--- src/rtl/sdram_seq_pkg.sv ---
package sdram_seq_pkg;

  typedef enum logic [2:0] {
    ST_IDLE,
    ST_ACT,
    ST_RCD,
    ST_COL,
    ST_PALL,
    ST_TRP
  } seqState_t;

  // strobes from the controller to the datapath
  typedef struct packed {
    logic       load;
    logic       act;
    logic       col;
    logic       pall;
    logic       wr;
    logic [3:0] beat;
  } seqStrobe_t;

  localparam logic [3:0] CMD_NOP   = 4'b0111;
  localparam logic [3:0] CMD_ACTV  = 4'b0011;
  localparam logic [3:0] CMD_READ  = 4'b0101;
  localparam logic [3:0] CMD_WRITE = 4'b0100;
  localparam logic [3:0] CMD_PALL  = 4'b0010;

endpackage

--- src/rtl/sdram_seq_ctrl.sv ---
module sdram_seq_ctrl
  import sdram_seq_pkg::*;
#(
  parameter int BEATS = 4,
  parameter int CNT_W = 3,
  localparam int BEAT_W = (BEATS > 1) ? $clog2(BEATS) : 1
) (
  input  logic             clk,
  input  logic             rstN,
  input  logic [CNT_W-1:0] cfgTrcd,
  input  logic [CNT_W-1:0] cfgTrp,
  input  logic             reqValid,
  input  logic             reqWrite,
  output logic             reqReady,
  output seqStrobe_t       strobe
);

  seqState_t         state, stateNext;
  logic [CNT_W-1:0]  cnt, cntNext;
  logic [BEAT_W-1:0] beat, beatNext;
  logic              isWr;
  logic              pending;
  logic              accept;
  logic              haveReq;
  logic              lastBeat;

  assign reqReady = (state == ST_IDLE) ||
                    (((state == ST_PALL) || (state == ST_TRP)) && !pending);
  assign accept   = reqValid && reqReady;
  assign haveReq  = pending || accept;
  assign lastBeat = (beat == BEAT_W'(BEATS - 1));

  always_comb begin
    stateNext = state;
    cntNext   = cnt;
    beatNext  = beat;
    case (state)
      ST_IDLE: if (accept) stateNext = ST_ACT;
      ST_ACT: begin
        beatNext = '0;
        if (cfgTrcd <= CNT_W'(1)) begin
          stateNext = ST_COL;
        end else begin
          stateNext = ST_RCD;
          cntNext   = cfgTrcd - CNT_W'(1);
        end
      end
      ST_RCD: begin
        if (cnt <= CNT_W'(1)) stateNext = ST_COL;
        else cntNext = cnt - CNT_W'(1);
      end
      ST_COL: begin
        beatNext = beat + BEAT_W'(1);
        if (lastBeat) stateNext = ST_PALL;
      end
      ST_PALL: begin
        if (cfgTrp <= CNT_W'(1)) begin
          stateNext = haveReq ? ST_ACT : ST_IDLE;
        end else begin
          stateNext = ST_TRP;
          cntNext   = cfgTrp - CNT_W'(1);
        end
      end
      ST_TRP: begin
        if (cnt <= CNT_W'(1)) stateNext = haveReq ? ST_ACT : ST_IDLE;
        else cntNext = cnt - CNT_W'(1);
      end
      default: stateNext = ST_IDLE;
    endcase
  end

  always_ff @(posedge clk) begin
    if (!rstN) begin
      state   <= ST_IDLE;
      cnt     <= '0;
      beat    <= '0;
      isWr    <= 1'b0;
      pending <= 1'b0;
    end else begin
      state   <= stateNext;
      cnt     <= cntNext;
      beat    <= beatNext;
      pending <= haveReq && (stateNext != ST_ACT);
      if (accept) isWr <= reqWrite;
    end
  end

  always_comb begin
    strobe      = '0;
    strobe.load = accept;
    strobe.act  = (state == ST_ACT);
    strobe.col  = (state == ST_COL);
    strobe.pall = (state == ST_PALL);
    strobe.wr   = isWr;
    strobe.beat = 4'(beat);
  end

  // ---------------- assertions ----------------
  logic [7:0] sinceAct;
  logic [7:0] sincePall;

  always_ff @(posedge clk) begin
    if (!rstN) begin
      sinceAct  <= 8'd0;
      sincePall <= 8'hFF;
    end else begin
      if (strobe.act) sinceAct <= 8'd1;
      else if (sinceAct != 8'hFF) sinceAct <= sinceAct + 8'd1;
      if (strobe.pall) sincePall <= 8'd1;
      else if (sincePall != 8'hFF) sincePall <= sincePall + 8'd1;
    end
  end

  initial begin
    assert (BEATS >= 1 && BEATS <= 16);
  end

  AST_RCD_DELAY: assert property (@(posedge clk) disable iff (!rstN)
    (strobe.col && beat == '0) |-> (sinceAct == 8'(cfgTrcd)));

  AST_BEATS_CONTIG: assert property (@(posedge clk) disable iff (!rstN)
    (strobe.col && !lastBeat) |=> (strobe.col && beat == $past(beat) + BEAT_W'(1)));

  AST_PALL_AFTER_LAST: assert property (@(posedge clk) disable iff (!rstN)
    (strobe.col && lastBeat) |=> strobe.pall);

  AST_TRP_GUARD: assert property (@(posedge clk) disable iff (!rstN)
    strobe.act |-> (sincePall >= 8'(cfgTrp)));

endmodule

--- src/rtl/sdram_seq_dp.sv ---
module sdram_seq_dp
  import sdram_seq_pkg::*;
#(
  parameter int BEATS  = 4,
  parameter int DATA_W = 32,
  parameter int ROW_W  = 13,
  parameter int COL_W  = 9,
  parameter int ADDR_W = 13,
  parameter int MAX_CL = 3,
  parameter int CL_W   = 2,
  localparam int BE_W   = DATA_W / 8,
  localparam int BEAT_W = (BEATS > 1) ? $clog2(BEATS) : 1
) (
  input  logic                    clk,
  input  logic                    rstN,
  input  seqStrobe_t              strobe,
  input  logic [CL_W-1:0]         cfgCasLat,
  input  logic [ROW_W-1:0]        reqRow,
  input  logic [COL_W-1:0]        reqCol,
  input  logic [BEATS*DATA_W-1:0] reqWrData,
  input  logic [BEATS*BE_W-1:0]   reqWrBe,
  output logic                    sdCsN,
  output logic                    sdRasN,
  output logic                    sdCasN,
  output logic                    sdWeN,
  output logic [ADDR_W-1:0]       sdAddr,
  output logic [BE_W-1:0]         sdBe,
  output logic [DATA_W-1:0]       sdDqOut,
  output logic                    sdDqOe,
  input  logic [DATA_W-1:0]       sdDqIn,
  output logic                    rdValid,
  output logic [DATA_W-1:0]       rdData,
  output logic                    done
);

  logic [ROW_W-1:0]             rowQ;
  logic [COL_W-1:0]             colQ;
  logic [BEATS-1:0][DATA_W-1:0] dataQ;
  logic [BEATS-1:0][BE_W-1:0]   beQ;
  logic [BEAT_W-1:0]            beatIdx;
  logic [COL_W-1:0]             colNow;
  logic                         lastBeat;
  logic [3:0]                   cmd;
  logic [MAX_CL-1:0]            pipeV;
  logic [MAX_CL-1:0]            pipeL;
  logic                         rdLastQ;
  logic                         capV;
  logic                         capL;

  assign beatIdx  = strobe.beat[BEAT_W-1:0];
  assign colNow   = colQ + COL_W'(beatIdx);
  assign lastBeat = (beatIdx == BEAT_W'(BEATS - 1));

  always_ff @(posedge clk) begin
    if (!rstN) begin
      rowQ <= '0;
      colQ <= '0;
    end else if (strobe.load) begin
      rowQ <= reqRow;
      colQ <= reqCol;
    end
  end

  for (genvar g = 0; g < BEATS; g++) begin : gBeat
    always_ff @(posedge clk) begin
      if (!rstN) begin
        dataQ[g] <= '0;
        beQ[g]   <= '0;
      end else if (strobe.load) begin
        dataQ[g] <= reqWrData[g*DATA_W +: DATA_W];
        beQ[g]   <= reqWrBe[g*BE_W +: BE_W];
      end
    end
  end

  always_comb begin
    cmd     = CMD_NOP;
    sdAddr  = '0;
    sdBe    = '1;
    sdDqOut = '0;
    sdDqOe  = 1'b0;
    if (strobe.act) begin
      cmd                = CMD_ACTV;
      sdAddr[ROW_W-1:0]  = rowQ;
    end else if (strobe.col) begin
      sdAddr[COL_W-1:0]  = colNow;
      if (strobe.wr) begin
        cmd     = CMD_WRITE;
        sdBe    = beQ[beatIdx];
        sdDqOut = dataQ[beatIdx];
        sdDqOe  = 1'b1;
      end else begin
        cmd     = CMD_READ;
      end
    end else if (strobe.pall) begin
      cmd        = CMD_PALL;
      sdAddr[10] = 1'b1;
    end
  end

  assign {sdCsN, sdRasN, sdCasN, sdWeN} = cmd;

  // read return pipeline, one stage per clock of latency
  always_ff @(posedge clk) begin
    if (!rstN) begin
      pipeV <= '0;
      pipeL <= '0;
    end else begin
      pipeV[0] <= strobe.col && !strobe.wr;
      pipeL[0] <= strobe.col && !strobe.wr && lastBeat;
      for (int k = 1; k < MAX_CL; k++) begin
        pipeV[k] <= pipeV[k-1];
        pipeL[k] <= pipeL[k-1];
      end
    end
  end

  assign capV = pipeV[cfgCasLat - CL_W'(1)];
  assign capL = pipeL[cfgCasLat - CL_W'(1)];

  always_ff @(posedge clk) begin
    if (!rstN) begin
      rdValid <= 1'b0;
      rdLastQ <= 1'b0;
      rdData  <= '0;
    end else begin
      rdValid <= capV;
      rdLastQ <= capL;
      if (capV) rdData <= sdDqIn;
    end
  end

  assign done = rdLastQ || (strobe.col && strobe.wr && lastBeat);

  // ---------------- assertions ----------------
  initial begin
    assert (ADDR_W > 10 && ROW_W <= ADDR_W && COL_W <= ADDR_W);
  end

  AST_PALL_A10: assert property (@(posedge clk) disable iff (!rstN)
    ({sdCsN, sdRasN, sdCasN, sdWeN} == CMD_PALL) |-> sdAddr[10]);

  AST_READ_BE_FULL: assert property (@(posedge clk) disable iff (!rstN)
    ({sdCsN, sdRasN, sdCasN, sdWeN} == CMD_READ) |-> (&sdBe));

  AST_OE_WITH_WRITE: assert property (@(posedge clk) disable iff (!rstN)
    sdDqOe |-> ({sdCsN, sdRasN, sdCasN, sdWeN} == CMD_WRITE));

  AST_DONE_PULSE: assert property (@(posedge clk) disable iff (!rstN)
    done |=> !done);

endmodule

--- src/rtl/sdram_burst_seq.sv ---
module sdram_burst_seq
  import sdram_seq_pkg::*;
#(
  parameter int BEATS  = 4,
  parameter int DATA_W = 32,
  parameter int ROW_W  = 13,
  parameter int COL_W  = 9,
  parameter int ADDR_W = 13,
  parameter int CNT_W  = 3,
  parameter int MAX_CL = 3,
  parameter int CL_W   = 2,
  localparam int BE_W  = DATA_W / 8
) (
  input  logic                    clk,
  input  logic                    rstN,
  input  logic [CNT_W-1:0]        cfgTrcd,
  input  logic [CL_W-1:0]         cfgCasLat,
  input  logic [CNT_W-1:0]        cfgTrp,
  input  logic                    reqValid,
  output logic                    reqReady,
  input  logic                    reqWrite,
  input  logic [ROW_W-1:0]        reqRow,
  input  logic [COL_W-1:0]        reqCol,
  input  logic [BEATS*DATA_W-1:0] reqWrData,
  input  logic [BEATS*BE_W-1:0]   reqWrBe,
  output logic                    sdCsN,
  output logic                    sdRasN,
  output logic                    sdCasN,
  output logic                    sdWeN,
  output logic [ADDR_W-1:0]       sdAddr,
  output logic [BE_W-1:0]         sdBe,
  output logic [DATA_W-1:0]       sdDqOut,
  output logic                    sdDqOe,
  input  logic [DATA_W-1:0]       sdDqIn,
  output logic                    rdValid,
  output logic [DATA_W-1:0]       rdData,
  output logic                    done
);

  seqStrobe_t strobe;

  sdram_seq_ctrl #(
    .BEATS (BEATS),
    .CNT_W (CNT_W)
  ) ctrl_i (
    .clk      (clk),
    .rstN     (rstN),
    .cfgTrcd  (cfgTrcd),
    .cfgTrp   (cfgTrp),
    .reqValid (reqValid),
    .reqWrite (reqWrite),
    .reqReady (reqReady),
    .strobe   (strobe)
  );

  sdram_seq_dp #(
    .BEATS  (BEATS),
    .DATA_W (DATA_W),
    .ROW_W  (ROW_W),
    .COL_W  (COL_W),
    .ADDR_W (ADDR_W),
    .MAX_CL (MAX_CL),
    .CL_W   (CL_W)
  ) dp_i (
    .clk       (clk),
    .rstN      (rstN),
    .strobe    (strobe),
    .cfgCasLat (cfgCasLat),
    .reqRow    (reqRow),
    .reqCol    (reqCol),
    .reqWrData (reqWrData),
    .reqWrBe   (reqWrBe),
    .sdCsN     (sdCsN),
    .sdRasN    (sdRasN),
    .sdCasN    (sdCasN),
    .sdWeN     (sdWeN),
    .sdAddr    (sdAddr),
    .sdBe      (sdBe),
    .sdDqOut   (sdDqOut),
    .sdDqOe    (sdDqOe),
    .sdDqIn    (sdDqIn),
    .rdValid   (rdValid),
    .rdData    (rdData),
    .done      (done)
  );

endmodule

--- config.mk ---
export PLATFORM = sky130hd
export DESIGN_NAME = sdram_burst_seq
export DESIGN_NICKNAME = d
export VERILOG_FILES = /design/src/rtl/sdram_seq_pkg.sv /design/src/rtl/sdram_seq_ctrl.sv /design/src/rtl/sdram_seq_dp.sv /design/src/rtl/sdram_burst_seq.sv
export SDC_FILE = /design/constraint.sdc
export NUM_CORES = 1
export LEC_CHECK = 0
export BUFFER_PORTS_ARGS = -buffer_cell sky130_fd_sc_hd__buf_2
export CAP_MARGIN = 40
export CORE_MARGIN = 1
export CORE_UTILIZATION = 30
export CTS_BUF_LIST = sky130_fd_sc_hd__clkbuf_8 sky130_fd_sc_hd__clkbuf_16
export DETAILED_ROUTE_END_ITERATION = 16
export PLACE_DENSITY = 0.61
export SLEW_MARGIN = 25
export SYNTH_ARGS = -nofsm -noshare
export SYNTH_HDL_FRONTEND = slang
export SYNTH_SLANG_ARGS = --single-unit
--- constraint.sdc ---
create_clock -name clk -period 4.2 [get_ports clk]
set_input_delay 0.21 -clock clk [delete_from_list [all_inputs] [get_ports clk]]
set_output_delay 0.21 -clock clk [all_outputs]
set_load 0.01 [all_outputs]
Yosys cells after proc, flatten, opt, wreduce, memory -nomap -nowiden

Index checks and enable logic that the tools add are counted.

Register bits after elaboration: 216
Input bits: 210
Output and inout bits: 89
Logic and storage cells: 100

Add/subtract/negate cells: 6
Magnitude comparators: 5
Equality and inequality tests: 10
Mux-type cells: 41
Reduce and logical (&&, ||, !) cells: 18

Operator list:

| operator                                                                          | count |
|---|---|
| 32-bit two-way mux                                                                | 4 |
| 32-bit binary-select mux with 2-bit select                                        | 1 |
| 3-bit two-way mux                                                                 | 9 |
| 4-bit two-way mux                                                                 | 6 |
| 9-bit two-way mux                                                                 | 2 |
| 3-bit one-hot mux with 6 select lines                                             | 1 |
| 1-bit two-way mux                                                                 | 12 |
| 9-bit by 2-bit adder with 9-bit output                                            | 1 |
| 3-bit by 1-bit less-or-equal comparator with 1-bit output (second input constant) | 3 |
| 3-bit one-hot mux with 3 select lines                                             | 1 |
| 3-bit by 1-bit subtractor with 3-bit output (second input constant)               | 3 |
| 4-bit binary-select mux with 2-bit select                                         | 1 |
| 1-bit logical AND                                                                 | 7 |
| 3-bit by 2-bit equality test with 1-bit output (second input constant)            | 2 |
| 3-bit equality test (second input constant)                                       | 2 |
| 2-bit by 3-bit less-than comparator with 1-bit output (second input constant)     | 2 |
| 2-bit inequality test (second input constant)                                     | 3 |
| 1-bit binary-select mux with 2-bit select                                         | 2 |
| 1-bit logical OR                                                                  | 4 |
| 2-bit one-hot mux with 2 select lines                                             | 1 |
| 4-bit AND reduction                                                               | 1 |
| 3-bit by 1-bit equality test with 1-bit output (second input constant)            | 1 |
| 3-bit logical NOT                                                                 | 1 |
| 3-bit by 1-bit inequality test with 1-bit output (second input constant)          | 1 |
| 8 further kinds                                                                   | 9 |

Logic depth before layout (Yosys ltp)

Word-level depth: 11
Gate-level depth with buffers: 7
Depth with buffers taken out: 7

By module

From an unflattened synthesis, not the netlist that was laid out.

Cells, all modules: 946
Area, all modules: 10,105.9 um^2

Modules (own cells, without submodules):

| module         | times used | cells each | area each (um^2) | seq. area each (um^2) |
|---|---|---|---|---|
| sdram_seq_dp   | 1          | 846        | 9,250.1          | 4,124.0 |
| sdram_seq_ctrl | 1          | 100        | 855.8            | 200.2 |

Worst setup path before layout

No wires, ideal clock.

Kind: register to output
Start: register ctrl_i.beat[0]
End: output sdAddr[6]
Arrival: 1,685 ps
Data required time: 3,990 ps
Setup slack: 2,305 ps
Cell stages (with the launch flop): 7
Path buffers: 0
Cells stage by stage: dfxtp_1 ha_1 fa_1 and3_1 nand3_1 xor2_1 a211oi_1

Longest elaborated chain between the ends: 3

RTL lines:

| element                                | RTL line              | RTL |
|---|---|---|
| start, declared                        | sdram_seq_ctrl.sv:20  | `logic [BEAT_W-1:0] beat, beatNext;` |
| start signal, assigned                 | sdram_seq_ctrl.sv:82  | `beat <= beatNext;` |
| 9-bit by 2-bit adder with 9-bit output | sdram_seq_dp.sv:51    | `assign colNow = colQ + COL_W'(beatIdx);` |
| 9-bit two-way mux                      | sdram_seq_dp.sv:85    | `end else if (strobe.col) begin` |
| 9-bit two-way mux                      | sdram_seq_dp.sv:82    | `if (strobe.act) begin` |
| end, declared                          | sdram_burst_seq.sv:30 | `output logic [ADDR_W-1:0] sdAddr,` |

Every way passes these cells.

Final worst setup path

Start: register ctrl_i.beat[1]
End: output sdDqOut[29]

Longest elaborated chain between the ends: 5

RTL lines:

| element                                    | RTL line              | RTL |
|---|---|---|
| 32-bit binary-select mux with 2-bit select | sdram_seq_dp.sv:90    | `sdDqOut = dataQ[beatIdx];` |
| 32-bit two-way mux (implied by the code)   | sdram_seq_dp.sv:90    |  |
| 32-bit two-way mux                         | sdram_seq_dp.sv:87    | `if (strobe.wr) begin` |
| 32-bit two-way mux                         | sdram_seq_dp.sv:85    |  |
| 32-bit two-way mux                         | sdram_seq_dp.sv:82    |  |
| end, declared                              | sdram_burst_seq.sv:32 | `output logic [DATA_W-1:0] sdDqOut,` |

Every way passes these cells. The select of a mux whose other input is x is not followed.

==> results.sh <==
export IMPL_arrival_ns=2.72
export IMPL_power_frac_seq=0.384
export IMPL_drt_pass1_iterations=5
export IMPL_internal_power_w=0.00459
export IMPL_path_clk_slew_ns=0.06
export IMPL_hp_class="input pin to register"
export IMPL_io_pins=299
export IMPL_cellLeakagePower_nw=5.92
export IMPL_synth_common_cells="nand2_1 (343), dfxtp_1 (216), a21oi_1 (177)"
export IMPL_synth_area_mm2=0.00924
export IMPL_die_x_um=177
export IMPL_dr_wl_met3_um=1840
export IMPL_report_final_hold_viol_count=0
export IMPL_r2r_start="ctrl_i.state[0]"
export IMPL_tightest_slew_ns=0.745
export IMPL_period_share=0.697
export IMPL_ys_top_cells_by_area="dfxtp_1 (47%), nand2_1 (14%), a21oi_1 (9.6%)"
export IMPL_dp_hpwl_um=18200
export IMPL_clockRootBuffer="clkbuf_16"
export IMPL_yosys_area_top_type="dfxtp_1"
export IMPL_ir_worst_vdd_mv=0.261
export IMPL_fin_crit_ns=2.93
export IMPL_synth_seq_cells=216
export IMPL_fp_dieH_um=177
export IMPL_power_total_w=0.00646
export IMPL_ys_seq_area_frac=0.468
export IMPL_ys_async_sr_fraction=0
export IMPL_drive_gt1_frac=0.261
export IMPL_post_route_drc_count=0
export IMPL_drt_iter0_drc=382
export IMPL_fin_setup_tns_ns=0
export IMPL_vias=9141
export IMPL_rsz0062_at_grt="false"
export IMPL_m1WireLength_um=12400
export IMPL_whs_endpoint="ctrl_i.cnt[0]"
export IMPL_maxSlewViolCount=0
export IMPL_top_layer="met4"
export IMPL_clockPowerShare=0.385
export IMPL_critPathLaunchType="register"
export IMPL_ys_types=46
export IMPL_cts_tree="yes"
export IMPL_drv_cap=0
export IMPL_grt_max_degree=88
export IMPL_cp_end_kind="output port"
export IMPL_grt_total_usage=0.182
export IMPL_p_sw_frac=0.290
export IMPL_switchingPower_w=0.00188
export IMPL_worstSkewPairLatency_ns=0.52
export IMPL_wl_per_cell_um=15.2
export IMPL_r2r_cells=6
export IMPL_max_slew_margin=0.503
export IMPL_syn_num_nets=1296
export IMPL_max_freq_ghz=0.342
export IMPL_grt_antenna_before_repair=3
export IMPL_cts_buffers=25
export IMPL_cts_buffer_depth=3
export IMPL_whs_ns=0.0763
export IMPL_synth_edff_count=0
export IMPL_cts_sinks=216
export IMPL_area_delta_synth_final_pct=51.5
export IMPL_fin_skew_ns=0.00855
export IMPL_design_area_mm2=0.0140
export IMPL_wl_um=29500
export IMPL_grt_pass1_vias=8998
export IMPL_grt_pass1_wl_um=45600
export IMPL_drtAntennaViolNets=0
export IMPL_min_from="rstN"
export IMPL_p_comb_frac=0.231
export IMPL_overflow=0
export IMPL_placed_area_mm2=0.0110
export IMPL_cp_required_ns=3.99
export IMPL_cp_max_fo=21
export IMPL_final_net_count=1752
export IMPL_avgSynthCellArea_um2=8.58
export IMPL_port_buffers=297
export IMPL_p_per_area_mw_per_mm2=462
export IMPL_hold_depth=2
export IMPL_viasPerCell=4.70
export IMPL_wl_met2_um=14500
export IMPL_r2r_slack_ns=1.52
export IMPL_finalWeightedCongestion=0.808
export IMPL_yosysWarnings=0
export IMPL_rr_endpoint="dp_i.dataQ[32]"
export IMPL_synthFlopType="dfxtp_1"
export IMPL_yosys_area_top_type_share=0.468
export IMPL_status="finished clean"
export IMPL_num_rows=63
export IMPL_synthMostInstantiatedCell="nand2_1"
export IMPL_setup_viol=0
export IMPL_crit_type="register to output port"
export IMPL_start_util=0.308
export IMPL_syn_inst=1077
export IMPL_coreArea_mm2=0.0300
export IMPL_dieArea_mm2=0.0315
export IMPL_cts_max_level=1
-- worst max path at each step --
stage,endpoint,startpoint,slack (ns)
final,sdDqOut[29],ctrl_i.beat[1],1.27
after global routing,sdDqOut[25],ctrl_i.beat[1],1.07
after CTS,sdBe[0],ctrl_i.beat[1],1.07
after detailed placement,dp_i.beQ[12],ctrl_i.state[2],1.49
after global placement,dp_i.beQ[12],ctrl_i.state[2],1.50
after floorplan,sdAddr[6],ctrl_i.beat[0],2.30
-- stage by stage --
step,instances,setup WS (ns),util
2_1_floorplan,1077,2.30,-
3_3_place_gp,1692,1.50,0.365
3_5_place_dp,1694,1.49,0.367
4_1_cts,1939,1.07,0.465
5_1_grt,1944,1.07,0.467
6_report,1945,1.27,0.467
-- critical path, stage by stage (launching register included) --
cell	delay, ns
dfxtp_2	0.75
buf_4	0.52
mux4_2	0.60
and2_1	0.17
buf_2	0.13
-- power by group through the flow --
stage | clock network, W | registers (W) | logic [W]
floorplan | 0 | 0.00247 | 0.000980
global placement | 0 | 0.00251 | 0.00131
detailed placement | 0 | 0.00253 | 0.00133
CTS | 0.00256 | 0.00248 | 0.00148
global route | 0.00264 | 0.00252 | 0.00166
finish | 0.00249 | 0.00248 | 0.00149
-- sequential cells by signal (all words and copies together) (netlist names) --
register and flops:
dp_i.rdLastQ 1, dp_i.beQ 16, ctrl_i.pending 1, dp_i.rowQ 13
dp_i.pipeV 3, dp_i.rdValid 1, dp_i.rdData 32, dp_i.colQ 9
ctrl_i.state 3, ctrl_i.isWr 1, dp_i.pipeL 3, ctrl_i.cnt 3
dp_i.dataQ 128, ctrl_i.beat 2
-- area by class of cell --
cell class                      instances  area, µm²
Sequential cell                       216       4330
Inverter                                9       38.8
Multi-Input combinational cell        769       4480
Fill cell                            2863      16000
Antenna cell                            4       10.0
Tap cell                              390        488
Clock inverter                         14        245
Clock buffer                           31        708
Timing Repair Buffer                  512       3690
-- per-layer routing --
metal / vias to the layer above / GRT usage
met5: - / 0
met4: 0 / 0.0687
met3: 61 / 0.0409
met2: 314 / 0.323
met1: 4245 / 0.211
li1: 4521 / -
-- layout by cell type (no fill, tap or decap), types with 3 or more instances in the layout --
cell type	count
nand2_1	342
buf_2	297
dfxtp_1	214
dlygate4sd3_1	200
a21oi_1	177
nor2_1	50
and2_1	40
mux4_2	36
mux2i_1	36
clkbuf_16	25
o21ai_0	9
buf_4	9
inv_1	8
ha_1	8
xor2_1	7
bufinv_16	7
nand2b_1	6
and3_1	6
clkbuf_8	6
a211oi_1	5
diode_2	4
nor3_1	4
clkinv_2	4
buf_12	4
a21o_1	3
nand3_1	3
mux2_2	3
o211a_1	3
a22oi_1	3
-- logic make-up after synthesis --
family	count (synthesis)	synth area share
buffers and inverters	92	0.0479
XOR/XNOR	9	0.00853
flip-flops	216	0.468
AND/OR/NAND/NOR	461	0.205
adder cells (fa/ha/maj)	9	0.0130
AO/OA/AOI/OAI	213	0.125
other	1	0.000406
multiplexers	76	0.132
-- timing repair --
action,in CTS,in global routing
endpoints found under the hold margin,200,0
hold buffers,200,0
buffers inserted,0,0
resized for setup,0,0
(Power assumes the default switching activity.)
